===== src/rtl/rc_pkg.sv =====
package rc_pkg;

  // Number of toggle stages needed for the largest divide factor (4 = 2^2).
  localparam int RC_MAX_STAGES = 2;

  // Divide factor for a given select value.
  function automatic int unsigned rc_div_factor(input logic quad);
    return quad ? 32'd4 : 32'd2;
  endfunction

  // True when the step that is being accepted is the last warm-up step.
  // A zero length is handled like a length of one.
  function automatic logic rc_warm_last(input logic [31:0] done_steps,
                                        input logic [31:0] length);
    return (done_steps + 32'd1) >= length;
  endfunction

endpackage


===== src/rtl/rc_prescaler.sv =====
module rc_prescaler #(
  parameter int STAGES = rc_pkg::RC_MAX_STAGES
) (
  input  logic clk,
  input  logic rst_n,
  input  logic clear,
  input  logic active,
  input  logic quad,
  output logic tick
);

  logic [STAGES-1:0] phase;
  logic [STAGES:0]   carry;

  assign carry[0] = active;

  // Ripple of toggle flops: each stage flips when all lower stages are 1.
  for (genvar i = 0; i < STAGES; i++) begin : g_stage
    assign carry[i+1] = carry[i] & phase[i];
    always_ff @(posedge clk) begin
      if (!rst_n)          phase[i] <= 1'b0;
      else if (clear)      phase[i] <= 1'b0;
      else if (carry[i])   phase[i] <= ~phase[i];
    end
  end

  // One stage for divide by two, the full chain for divide by four.
  assign tick = quad ? carry[STAGES] : carry[1];

  // Slow pulses are never back to back.
  assert_tick_isolated_R2: assert property (@(posedge clk) disable iff (!rst_n)
    tick |=> !tick);

endmodule


===== src/rtl/rc_warm_counter.sv =====
module rc_warm_counter #(
  parameter int CNT_W = 16
) (
  input  logic             clk,
  input  logic             rst_n,
  input  logic             clear,
  input  logic             tick,
  input  logic [CNT_W-1:0] length,
  output logic             warm_done
);

  logic [CNT_W-1:0] steps;
  logic             last_step;

  assign last_step = rc_pkg::rc_warm_last(32'(steps), 32'(length));

  always_ff @(posedge clk) begin
    if (!rst_n || clear) begin
      steps     <= '0;
      warm_done <= 1'b0;
    end else if (tick && !warm_done) begin
      if (last_step) warm_done <= 1'b1;
      else           steps     <= steps + 1'b1;
    end
  end

  // The step count never passes the programmed length.
  assert_count_bound_R4: assert property (@(posedge clk) disable iff (!rst_n)
    (steps == '0) || (steps < length));

endmodule


===== src/rtl/rc_run_sync.sv =====
module rc_run_sync (
  input  logic clk,
  input  logic rst_n,
  input  logic clear,
  input  logic done_in,
  output logic run_q
);

  always_ff @(posedge clk) begin
    if (!rst_n || clear) run_q <= 1'b0;
    else                 run_q <= done_in;
  end

  // The full-rate flag is never ahead of the counter's completion.
  assert_run_follows_done_R4: assert property (@(posedge clk) disable iff (!rst_n)
    run_q |-> done_in);

endmodule


===== src/rtl/warmup_rate_ctrl.sv =====
module warmup_rate_ctrl #(
  parameter int CNT_W  = 16,
  parameter int STAGES = rc_pkg::RC_MAX_STAGES
) (
  input  logic             clk,
  input  logic             rst_n,
  input  logic             start,
  input  logic             div_sel,
  input  logic [CNT_W-1:0] warm_len,
  output logic             core_en,
  output logic             run
);

  logic             started;
  logic             quad_q;
  logic [CNT_W-1:0] len_q;
  logic             warm_done;
  logic             warm_active;
  logic             slow_tick;

  // Settings are captured only on a start edge.
  always_ff @(posedge clk) begin
    if (!rst_n) begin
      started <= 1'b0;
      quad_q  <= 1'b0;
      len_q   <= '0;
    end else if (start) begin
      started <= 1'b1;
      quad_q  <= div_sel;
      len_q   <= warm_len;
    end
  end

  assign warm_active = started && !warm_done;

  rc_prescaler #(.STAGES(STAGES)) u_div (
    .clk    (clk),
    .rst_n  (rst_n),
    .clear  (start),
    .active (warm_active),
    .quad   (quad_q),
    .tick   (slow_tick)
  );

  rc_warm_counter #(.CNT_W(CNT_W)) u_cnt (
    .clk       (clk),
    .rst_n     (rst_n),
    .clear     (start),
    .tick      (slow_tick),
    .length    (len_q),
    .warm_done (warm_done)
  );

  rc_run_sync u_sync (
    .clk     (clk),
    .rst_n   (rst_n),
    .clear   (start),
    .done_in (warm_done),
    .run_q   (run)
  );

  assign core_en = run | slow_tick;

  assert_idle_quiet_R1: assert property (@(posedge clk) disable iff (!rst_n)
    !started |-> (!core_en && !run));

  assert_warm_pulse_single_R3: assert property (@(posedge clk) disable iff (!rst_n)
    (core_en && !run) |=> !core_en);

  assert_dead_cycle_before_run_R4: assert property (@(posedge clk) disable iff (!rst_n)
    $rose(run) |-> !$past(core_en));

  assert_run_sticky_R5: assert property (@(posedge clk) disable iff (!rst_n)
    (run && !start) |=> (run && core_en));

  assert_restart_drops_run_R6: assert property (@(posedge clk) disable iff (!rst_n)
    start |=> !run);

endmodule


===== config.mk =====
export PLATFORM = sky130hd
export DESIGN_NAME = warmup_rate_ctrl
export DESIGN_NICKNAME = d
export VERILOG_FILES = /design/src/rtl/rc_pkg.sv /design/src/rtl/rc_prescaler.sv /design/src/rtl/rc_warm_counter.sv /design/src/rtl/rc_run_sync.sv /design/src/rtl/warmup_rate_ctrl.sv
export SDC_FILE = /design/constraint.sdc
export NUM_CORES = 1
export LEC_CHECK = 0
export BUFFER_PORTS_ARGS = -buffer_cell sky130_fd_sc_hd__buf_2
export CAP_MARGIN = 20
export CORE_MARGIN = 5
export CORE_UTILIZATION = 60
export CTS_BUF_LIST = sky130_fd_sc_hd__clkbuf_8
export CTS_CLUSTER_DIAMETER = 40
export DETAILED_ROUTE_END_ITERATION = 7
export PLACE_DENSITY = 0.81
export SLEW_MARGIN = 20
export SYNTH_ARGS = -nofsm -noshare
export SYNTH_HDL_FRONTEND = slang
export SYNTH_SLANG_ARGS = --single-unit

===== constraint.sdc =====
create_clock -name clk -period 4.16 [get_ports clk]
set_input_delay 0.416 -clock clk [delete_from_list [all_inputs] [get_ports clk]]
set_output_delay 0.416 -clock clk [all_outputs]
set_load 0.03 [all_outputs]

==> results.md, run 1 <==
* Outcome: complete, no violations
* Die W at 70.52 µm
* Int Pwr at 0.5380 mW
* Switching share of power at 0.2424
* Max_cap viols at 0
* Maximum clock path buffer count at 2
* Seq/Total Area, Yosys at 0.3462
* Worst skew pair latency at 300 ps
* Layout Nets at 291
* FFs w/ async S/R, synth at 0
* Area post-placement at 2305 µm²
* CP top delay family: simple AND/OR/NAND/NOR gates
* WP data arrival at 3970 ps
* CTS tree: yes
* Total leakage power at 0.9837 nW
* Max incr delay on CP at 860 ps
* Max Slew Vio Count at 0
* Cells along the critical path: ha_1 -> and4_4 -> nand4_4 -> nor2_1 -> xor2_1 -> ha_1 -> nand4_2 -> nor2_1 -> or3_1 -> or4b_1 -> nor3_2 -> a21o_1 -> a21oi_1
* I/O Buffers at 21
* Final non-filler cell area at 2400 µm²
* Diodes inserted at 0
* RD Place Congestion at 0.7705
* First-pass GRT wire length at 6879 µm
* Worst-margin pin slew at 793.6 ps
* CP max stage cell: or4b_1
* Filler cells at 309
* Post CTS Setup Buffer Count at 0
* Mean Syn Cell Area at 9.270 µm²
* Part of the power in registers at 0.536
* Site Rows at 22
* Part of the cycle the worst path needs at 0.9196
* Core ar. at 3606 µm²
* Gr usage total at 0.1734
* Setup Crit Path Kind: reg -> reg
* DR vias/cell at 5.257
* Die ar. at 4972 µm²
* Final WL at 3963 µm
* Unique cell type count in the Yosys netlist at 40
* Drt drc at 0
* Pwr Total at 0.7101 mW
* Pwr per Cell Area at 295.9 nW/µm²
* Worst Skew at 7.295 ps
* ANT nets after route at 0
* Syn Inst Count at 237
* Clk sinks at 38
* Starting Density at 0.6093
* Vias in the first global route at 1,513
* Share of cells above drive strength 1 at 0.1765
* Register-to-Register Path Depth at 13
* # hold bufs at CTS at 0
* DP Worst Slack at 396.9 ps
* Max Fanout on Critical Path at 15
* Synth Register Bits at 38
* Post-synth EDFFs at 0
* Clock power frac at 0.371
* Most common cell after layout, fill and taps aside: dfxtp_1
* IR drop worst, VDD at 0.2084 mV
* Req. time, crit path at 4300 ps
* YS warnings at 0
* P_sw at 0.1721 mW
* Post-synthesis net count at 274
* CTS resizes at 0
* First-pass DRT Iterations at 4
* Pin count of the biggest net entering global routing at 21
* Setup tns final at 0 ps
* DRT iter0 DRCs at 78
* Fmax at 261.4 MHz
* Gate power share at 0.093
* CTS Root Buffer Type: clkbuf_8
* Relative slew margins at 0.4709
* # setup viols final at 0
* Initial antenna violation count at 0
* WL/cell at 13.08 µm
* Min cycle time layout at 3825 ps
* CP Capture Type: flip-flop
* Vias post-DR at 1,593
* Commonest cells after routing, fill and taps aside: 38 x dfxtp_1, 27 x xnor2_1, 21 x nor2_1, 21 x buf_2, 19 x nor2b_1
* Most used DFF post-synth: dfxtp_1
* Worst hold path class: in -> reg
* Hold path depth at 3
* Final hold violations at 0
* CTS H-tree depth at 2
* Clock-pin slew on the worst setup and hold paths at 70 ps
* Layout area overhead at 9.225%
* WP depth at 13
* Die H at 70.52 µm
* Cell Area, Synth at 2197 µm²
* Overflow after GRT at 0
* Post-DP HPWL at 2826 µm
* RSZ-0062 raised after global routing: no
* CP Buf/Inv Count at 0
* Cts bufs inserted at 5
* Fin worst setup slack at 334.5 ps
* Io pins at 22
* Type of origin of the critical path: flip-flop
area by class of cell:
cell class	instances	area [µm²]	share of cell area
clock buffers	6	82.58	0.03441
multi-input cells	171	1315	0.5480
well taps	48	60.06	0.02503
clock inverters	2	12.51	0.005214
inverters	17	63.81	0.02659
flip-flops and latches	38	760.7	0.3170
repair buffers	21	105.1	0.04380
state kept, by name (all words and copies together), names as in the netlist:
register / flops
u_cnt.warm_done: 1
u_sync.run_q: 1
u_div.phase: 2
len_q: 16
u_cnt.steps: 16
started: 1
quad_q: 1
Yosys cell counts (all sizes together), types with 2 or more instances:
| cell type | n | area [µm²] |
|---|---|---|
| nand2b | 2 | 12.51 |
| and4 | 3 | 31.28 |
| dfxtp | 38 | 760.7 |
| buf | 3 | 27.52 |
| inv | 17 | 63.81 |
| and2 | 4 | 25.02 |
| xor2 | 3 | 26.28 |
| clkbuf | 8 | 30.03 |
| xnor2 | 27 | 236.5 |
| nor3 | 12 | 105.1 |
| nand4 | 4 | 46.29 |
| a21o | 2 | 15.01 |
| nor2 | 22 | 85.09 |
| nor2b | 19 | 118.9 |
| a21oi | 6 | 30.03 |
| mux2i | 17 | 170.2 |
| nand2 | 7 | 26.28 |
| nand3 | 6 | 30.03 |
| ha | 17 | 212.7 |
| nor3b | 2 | 15.01 |
| and3 | 4 | 25.02 |
| o21ai | 3 | 15.01 |
path summary, 6_finish.rpt:
path	from	endpoint	slack (ps)
min reg2reg	started	started	450
max	u_cnt.steps[0]	u_cnt.steps[9]	330
min	warm_len[11]	len_q[11]	380
max reg2reg	u_cnt.steps[0]	u_cnt.steps[9]	330
power groups by stage:
| stage | registers [mW] | logic (mW) | clock network, mW |
|---|---|---|---|
| 3_3_place_gp | 0.388 | 0.0642 | 0 |
| 6_report | 0.380 | 0.0660 | 0.264 |
| 3_5_place_dp | 0.389 | 0.0658 | 0 |
| 2_1_floorplan | 0.387 | 0.0494 | 0 |
| 4_1_cts | 0.380 | 0.0669 | 0.275 |
| 5_1_grt | 0.382 | 0.0747 | 0.292 |
metal layers:
metal,vias to the layer above,share of wire,GRT usage
li1,827,-,-
met1,738,0.48,0.2255
met2,23,0.46,0.2734
met3,5,0.042,0.05755
met4,0,0.014,0.05106
met5,-,0,0
cell families (layout without fill, tap and decap cells):
kind of cell               after synthesis  count (layout)  synth area share
AOI/OAI and AO/OA                       17              17           0.04841
and+or+nand+nor                         90              90            0.2563
DFF                                     38              38            0.3462
muxes                                   17              17           0.07745
xor gates and xnor gates                30              30            0.1196
adders and majority gates               17              17           0.09681
buffers and inverters                   28              46           0.05524
stage by stage:
stage | std cells | util | hold WS (ps)
2_1_floorplan | 237 | - | 420.1
3_3_place_gp | 295 | 0.6391 | 431.1
3_5_place_dp | 295 | 0.6391 | 438.1
4_1_cts | 303 | 0.6655 | 369.1
5_1_grt | 303 | 0.6655 | 384.7
6_report | 303 | 0.6655 | 375.4
worst register-to-register path, stage by stage, from the launching register on:
cell and delay [ps]:
dfxtp_1 420, ha_1 260, and4_4 290, nand4_4 160, nor2_1 170, xor2_1 160
ha_1 260, nand4_2 100, nor2_1 50, or3_1 350, or4b_1 860, nor3_2 370
a21o_1 180, a21oi_1 60
(Power assumes the default switching activity.)
==> run 2, diff against run 1 <==
--- a/config.mk
+++ b/config.mk
@@ -7,7 +7,7 @@
 export LEC_CHECK = 0
 export BUFFER_PORTS_ARGS = -buffer_cell sky130_fd_sc_hd__buf_2
 export CAP_MARGIN = 20
-export CORE_MARGIN = 5
+export CORE_MARGIN = 1.5
 export CORE_UTILIZATION = 60
 export CTS_BUF_LIST = sky130_fd_sc_hd__clkbuf_8
 export CTS_CLUSTER_DIAMETER = 40
==> run 2 against run 1 <==
Effect of this change: final area down 0.26%; combinational power hardly changed; routed wire length decreased by 6.3%; clock-buffer cell count did not move; sequential power about the same; non-clock buffer count unchanged; flip-flop and latch count unchanged; cell count is 0.66% lower; first-iteration DRC count down 2.6%; total power is 1.3% lower; register-to-register slack better by 30 ps.
==> results.md, run 2 (synthesis results as in run 1) <==
* Outcome: complete, no violations
* Gr usage total at 0.2090 (+0.03567)
* Vias post-DR at 1,576 (-1.1%)
* Share of cells above drive strength 1 at 0.1725 (-0.003922)
* Largest registers: len_q (16), u_cnt.steps (16), u_div.phase (2)
* Fmax at 263.3 MHz (+0.73%)
* Core Util, Final at 0.7007 (+0.03522)
* Diodes inserted at 0 (unchanged)
* Worst hold path class: in -> reg
* Initial antenna violation count at 0 (unchanged)
* WL/cell at 12.34 µm (-5.6%)
* Final WL at 3715 µm (-6.3%)
* ANT nets after route at 0 (unchanged)
* Max Fanout on Critical Path at 15 (unchanged)
* Drt drc at 0 (unchanged)
* RSZ-0062 raised after global routing: no
* CP max stage cell: or4b_1
* Cells along the critical path: ha_1 -> and4_4 -> nand4_4 -> nor2_1 -> xor2_1 -> ha_1 -> nand4_2 -> nor2_1 -> or3_1 -> or4b_1 -> nor3_2 -> nand3_1 -> a21oi_1
* DRT iter0 DRCs at 76 (-2.6%)
* Commonest cells after routing, fill and taps aside: 38 x dfxtp_1, 27 x xnor2_1, 21 x nor2_1, 21 x buf_2, 19 x nor2b_1
* Req. time, crit path at 4370 ps (+70 ps)
* Maximum clock path buffer count at 2 (unchanged)
* Setup Crit Path Kind: reg -> reg
* Die ar. at 4034 µm² (-19%)
* Fin worst setup slack at 362.2 ps (+27.66 ps)
* DR vias/cell at 5.236 (-0.41%)
* Die W at 63.52 µm (-9.9%)
* Multi-input logic area at 1315 µm² (unchanged)
* Worst skew pair latency at 290 ps (about the same)
* CTS Root Buffer Type: clkbuf_8
* Most common cell after layout, fill and taps aside: dfxtp_1
* # hold bufs at CTS at 0 (unchanged)
* CTS H-tree depth at 2 (unchanged)
* Clock-pin slew on the worst setup and hold paths at 70 ps (about the same)
* Io pins at 22 (unchanged)
* Relative slew margins at 0.4640 (-0.006882)
* Vias in the first global route at 1,469 (-2.9%)
* Part of the cycle the worst path needs at 0.9129 (-0.006649)
* CTS tree: yes
* Final hold violations at 0 (unchanged)
* Pwr per Cell Area at 292.8 nW/µm² (-1.0%)
* WP data arrival at 4000 ps (+30 ps)
* Max_cap viols at 0 (unchanged)
* First-pass DRT Iterations at 4 (unchanged)
* Filler cells at 292 (-5.5%)
* Die H at 63.52 µm (-9.9%)
* Setup tns final at 0 ps (unchanged)
* Post CTS Setup Buffer Count at 0 (unchanged)
* # setup viols final at 0 (unchanged)
* Layout area overhead at 8.941%
* Cts bufs inserted at 5 (unchanged)
* Site Rows at 21 (-4.5%)
* DP Worst Slack at 415.6 ps (+18.71 ps)
* Post-DP HPWL at 2635 µm (-6.7%)
* IR drop worst, VDD at 0.2183 mV (+4.7%)
* Starting Density at 0.6432 (+0.03392)
* Min cycle time layout at 3798 ps (-27.66 ps)
* Worst-margin pin slew at 804.0 ps (+10.32 ps)
* I/O Buffers at 21 (unchanged)
* Total leakage power at 0.9889 nW (+0.53%)
* Type of origin of the critical path: flip-flop
* Clk sinks at 38 (unchanged)
* CTS resizes at 0 (unchanged)
* Seq. cell area at 760.7 µm² (unchanged)
* Layout Nets at 291 (unchanged)
* First-pass GRT wire length at 6561 µm (-4.6%)
* RD Place Congestion at 0.8317 (+7.9%)
* CP Capture Type: flip-flop
* Pwr Total at 0.7009 mW (-1.3%)
* Max incr delay on CP at 860 ps (about the same)
* Pin count of the biggest net entering global routing at 21 (unchanged)
* Core ar. at 3416 µm² (-5.3%)
* Worst Skew at 3.650 ps (-3.645 ps)
* Overflow after GRT at 0 (unchanged)
* Max Slew Vio Count at 0 (unchanged)
[run 2: changes by cell type in the layout (fill, tap and decap cells not counted), sizes merged]
| cell | previous run | this run |
|---|---|---|
| inv | 17 | 18 |
| clkinvlp | 1 | 0 |
[run 2: cell type report]
type	count	share of cell area
Clock buffer	6	0.03450
Tap cell	46	0.02405
Inverter	17	0.02666
Multi-Input combinational cell	171	0.5494
Sequential cell	38	0.3178
Timing Repair Buffer	21	0.04391
Clock inverter	2	0.003659
[run 2: worst paths after layout]
check | cells past startpoint | end | slack (ps) | from
worst max-delay path | 13 | u_cnt.steps[9] | 360 | u_cnt.steps[0]
worst min-delay path | 3 | len_q[14] | 380 | warm_len[14]
worst max register to register | 13 | u_cnt.steps[9] | 360 | u_cnt.steps[0]
worst min register to register | 1 | started | 450 | started
[run 2: stage by stage]
stage          instance area (µm²)  cells  hold slack, ps
4_1_cts                       2394    301           378.6
2_1_floorplan                 2197    237           420.1
5_1_grt                       2394    301           390.0
6_report                      2394    301           380.4
3_5_place_dp                  2302    293           438.0
3_3_place_gp                  2302    293           432.8
[run 2: where the power goes]
group / switching, mW / internal [mW]
Sequential: 0.00537 / 0.375
Combinational: 0.0358 / 0.0301
Clock: 0.124 / 0.131
Total: 0.165 / 0.536
[run 2: metal layers]
layer / wire length, µm / GRT usage / part of all wire
met4: 66 / 0.1005 / 0.018
met2: 1667 / 0.3289 / 0.45
met1: 1824 / 0.2682 / 0.49
met3: 156 / 0.05000 / 0.042
met5: 0 / 0 / 0
[run 2: worst max-delay path: cells and delay by family (launching register included)]
kind | cells | cell delay, ps
compound gates | 1 | 160
xor+xnor | 1 | 160
fa+ha+maj | 2 | 530
flops | 1 | 410
simple gates | 9 | 2460
==> run 3, diff against run 2 <==
--- a/config.mk
+++ b/config.mk
@@ -7,12 +7,14 @@
 export LEC_CHECK = 0
 export BUFFER_PORTS_ARGS = -buffer_cell sky130_fd_sc_hd__buf_2
 export CAP_MARGIN = 20
+export CELL_PAD_IN_SITES_DETAIL_PLACEMENT = 1
+export CELL_PAD_IN_SITES_GLOBAL_PLACEMENT = 1
 export CORE_MARGIN = 1.5
-export CORE_UTILIZATION = 60
+export CORE_UTILIZATION = 47
 export CTS_BUF_LIST = sky130_fd_sc_hd__clkbuf_8
 export CTS_CLUSTER_DIAMETER = 40
 export DETAILED_ROUTE_END_ITERATION = 7
-export PLACE_DENSITY = 0.81
+export PLACE_DENSITY = 0.82
 export SLEW_MARGIN = 20
 export SYNTH_ARGS = -nofsm -noshare
 export SYNTH_HDL_FRONTEND = slang
==> run 3 against run 2 <==
Effect of this change: routed wire length grew 23%; final area increased by 0.78%; clock power increased by 4%; first-iteration DRC count is 26% lower; utilization decreased by 15 points; combinational power rose by 4.1%; global-route usage shrank 1.3 points; sequential power hardly changed; largest cell class unchanged.
==> results.md, run 3 (synthesis results as in run 1) <==
* WL/cell at 14.80 µm (+20%)
* Pwr per Cell Area at 295.8 nW/µm² (+1.0%)
* I/O Buffers at 21 (unchanged)
* Die ar. at 5094 µm² (+26%)
* DR top layer: met4
* Setup Crit Path Kind: reg -> reg
* WP data arrival at 3780 ps (-220 ps)
* Max Slew Vio Count at 0 (unchanged)
* Total leakage power at 0.9971 nW (+0.84%)
* Vias post-DR at 1,637 (+3.9%)
* RSZ-0062 raised after global routing: no
* Worst skew pair latency at 290 ps (about the same)
* Max_cap viols at 0 (unchanged)
* Die W at 71.37 µm (+12%)
* Gr usage total at 0.1956 (-0.01346)
* Initial antenna violation count at 0 (unchanged)
* Share of cells above drive strength 1 at 0.1797 (+0.007138)
* Min cycle time layout at 3634 ps (-163.5 ps)
* Layout area overhead at 9.795%
* Fmax at 275.2 MHz (+4.5%)
* DR vias/cell at 5.315 (+1.5%)
* Most frequent CP cell: nor2_1
* Pwr Total at 0.7137 mW (+1.8%)
* Type of origin of the critical path: flip-flop
* Core ar. at 4414 µm² (+29%)
* Vias in the first global route at 1,745 (+19%)
* Relative slew margins at 0.4391 (-0.02495)
* Met3 WL at 146 µm (-6.4%)
* IR drop worst, VDD at 0.1941 mV (-11%)
* Met2 wire length at 2357 µm (+41%)
* Most common cell after layout, fill and taps aside: dfxtp_1
* Req. time, crit path at 4310 ps (-60 ps)
* Maximum clock path buffer count at 2 (unchanged)
* Site Rows at 24 (+14%)
* First-pass GRT wire length at 7776 µm (+19%)
* Die H at 71.37 µm (+12%)
* CP top delay family: simple AND/OR/NAND/NOR gates
* Max incr delay on CP at 670 ps (-190 ps)
* Layout Nets at 292 (+0.34%)
* RD Place Congestion at 0.7570 (-9.0%)
* Clock-pin slew on the worst setup and hold paths at 80 ps (about the same)
* Clk sinks at 38 (unchanged)
* Met1 Wirelength at 2006 µm (+10%)
* Post-DP HPWL at 3321 µm (+26%)
* Pin count of the biggest net entering global routing at 21 (unchanged)
* Max Fanout on Critical Path at 15 (unchanged)
* ANT nets after route at 0 (unchanged)
* # hold bufs at CTS at 0 (unchanged)
* CP max stage cell: or4b_4
* Setup tns final at 0 ps (unchanged)
* Starting Density at 0.4977 (-0.1455)
* # setup viols final at 0 (unchanged)
* Commonest cells after routing, fill and taps aside: 38 x dfxtp_1, 27 x xnor2_1, 21 x nor2_1, 21 x buf_2, 19 x nor2b_1
* Outcome: complete, no violations
* Final WL at 4559 µm (+23%)
* CP Capture Type: flip-flop
* Cells along the critical path: ha_1 -> and4_4 -> nand4_4 -> nor2_1 -> xor2_1 -> ha_1 -> nand4_2 -> nor2_1 -> or3_1 -> or4b_4 -> nor3b_1 -> xnor2_1 -> nor2_1
* Cts bufs inserted at 5 (unchanged)
* Diodes inserted at 0 (unchanged)
* CTS Root Buffer Type: clkbuf_8
* CTS tree: yes
* CTS H-tree depth at 2 (unchanged)
* CP Buf/Inv Count at 0 (unchanged)
* Worst-margin pin slew at 841.4 ps (+37.42 ps)
* Io pins at 22 (unchanged)
* Largest registers: len_q (16), u_cnt.steps (16), u_div.phase (2)
* First-pass DRT Iterations at 4 (unchanged)
* DRT iter0 DRCs at 56 (-26%)
* Drt drc at 0 (unchanged)
* Worst hold path class: in -> reg
* Final hold violations at 0 (unchanged)
* Part of the cycle the worst path needs at 0.8736 (-0.03930)
* Overflow after GRT at 0 (unchanged)
* Worst Skew at 5.320 ps (+1.670 ps)
## run 3: cell count changes in the layout (fill, tap and decap cells not counted)
cell | previous run | this run
or4b_4 | 0 | 1
or4b_1 | 1 | 0
buf_4 | 0 | 1
## run 3: tightest hold or removal path: cells and delay by family
family	cells	cell delay (ps)
buffers and inverters	1	70
multiplexers	1	50
AND/OR/NAND/NOR	1	90
## run 3: stage by stage
| step | cells | worst slack, ps | utilization | hold WS, ps | cell area [µm²] |
|---|---|---|---|---|---|
| 4_1_cts | 308 | 242.6 | 0.5456 | 371.6 | 2409 |
| 2_1_floorplan | 237 | 943.1 | - | 420.1 | 2197 |
| 3_5_place_dp | 300 | 317.2 | 0.5249 | 433.8 | 2317 |
| 6_report | 308 | 525.7 | 0.5465 | 377.1 | 2412 |
| 3_3_place_gp | 300 | 438.3 | 0.5249 | 427.5 | 2317 |
| 5_1_grt | 308 | 284.3 | 0.5465 | 404.9 | 2412 |
## run 3: cell type report
class                           count  area, µm²
Clock buffer                        6      82.58
Clock inverter                      2      8.758
Fill cell                         523       2002
Inverter                           17      63.81
Multi-Input combinational cell    171       1319
Sequential cell                    38      760.7
Tap cell                           52      65.06
Timing Repair Buffer               22      112.6
## run 3: worst paths after layout
check	startpoint	endpoint	slack [ps]	cells after the start
max reg2reg	u_cnt.steps[0]	u_cnt.steps[11]	530	13
min	warm_len[3]	len_q[3]	380	3
min reg2reg	started	started	450	1
max	u_cnt.steps[0]	u_cnt.steps[11]	530	13
## run 3: per-layer routing
layer,global-route usage,vias to the layer above
met5,0,-
met4,0.05031,0
li1,-,824
met3,0.04641,6
met1,0.2271,783
met2,0.3591,24
## run 3: what timing repair did
action / CTS / global route
endpoints found under the setup margin: 0 / 1
buffers inserted: 0 / 0
gates resized for setup: 0 / 1
## run 3: report_power, final
part	internal, mW	leakage [nW]	switching [mW]	total (mW)
clock	0.131	0.0524	0.134	0.265
sequential	0.375	0.310	0.00552	0.380
combinational	0.0311	0.635	0.0375	0.0686
total	0.537	0.997	0.177	0.714
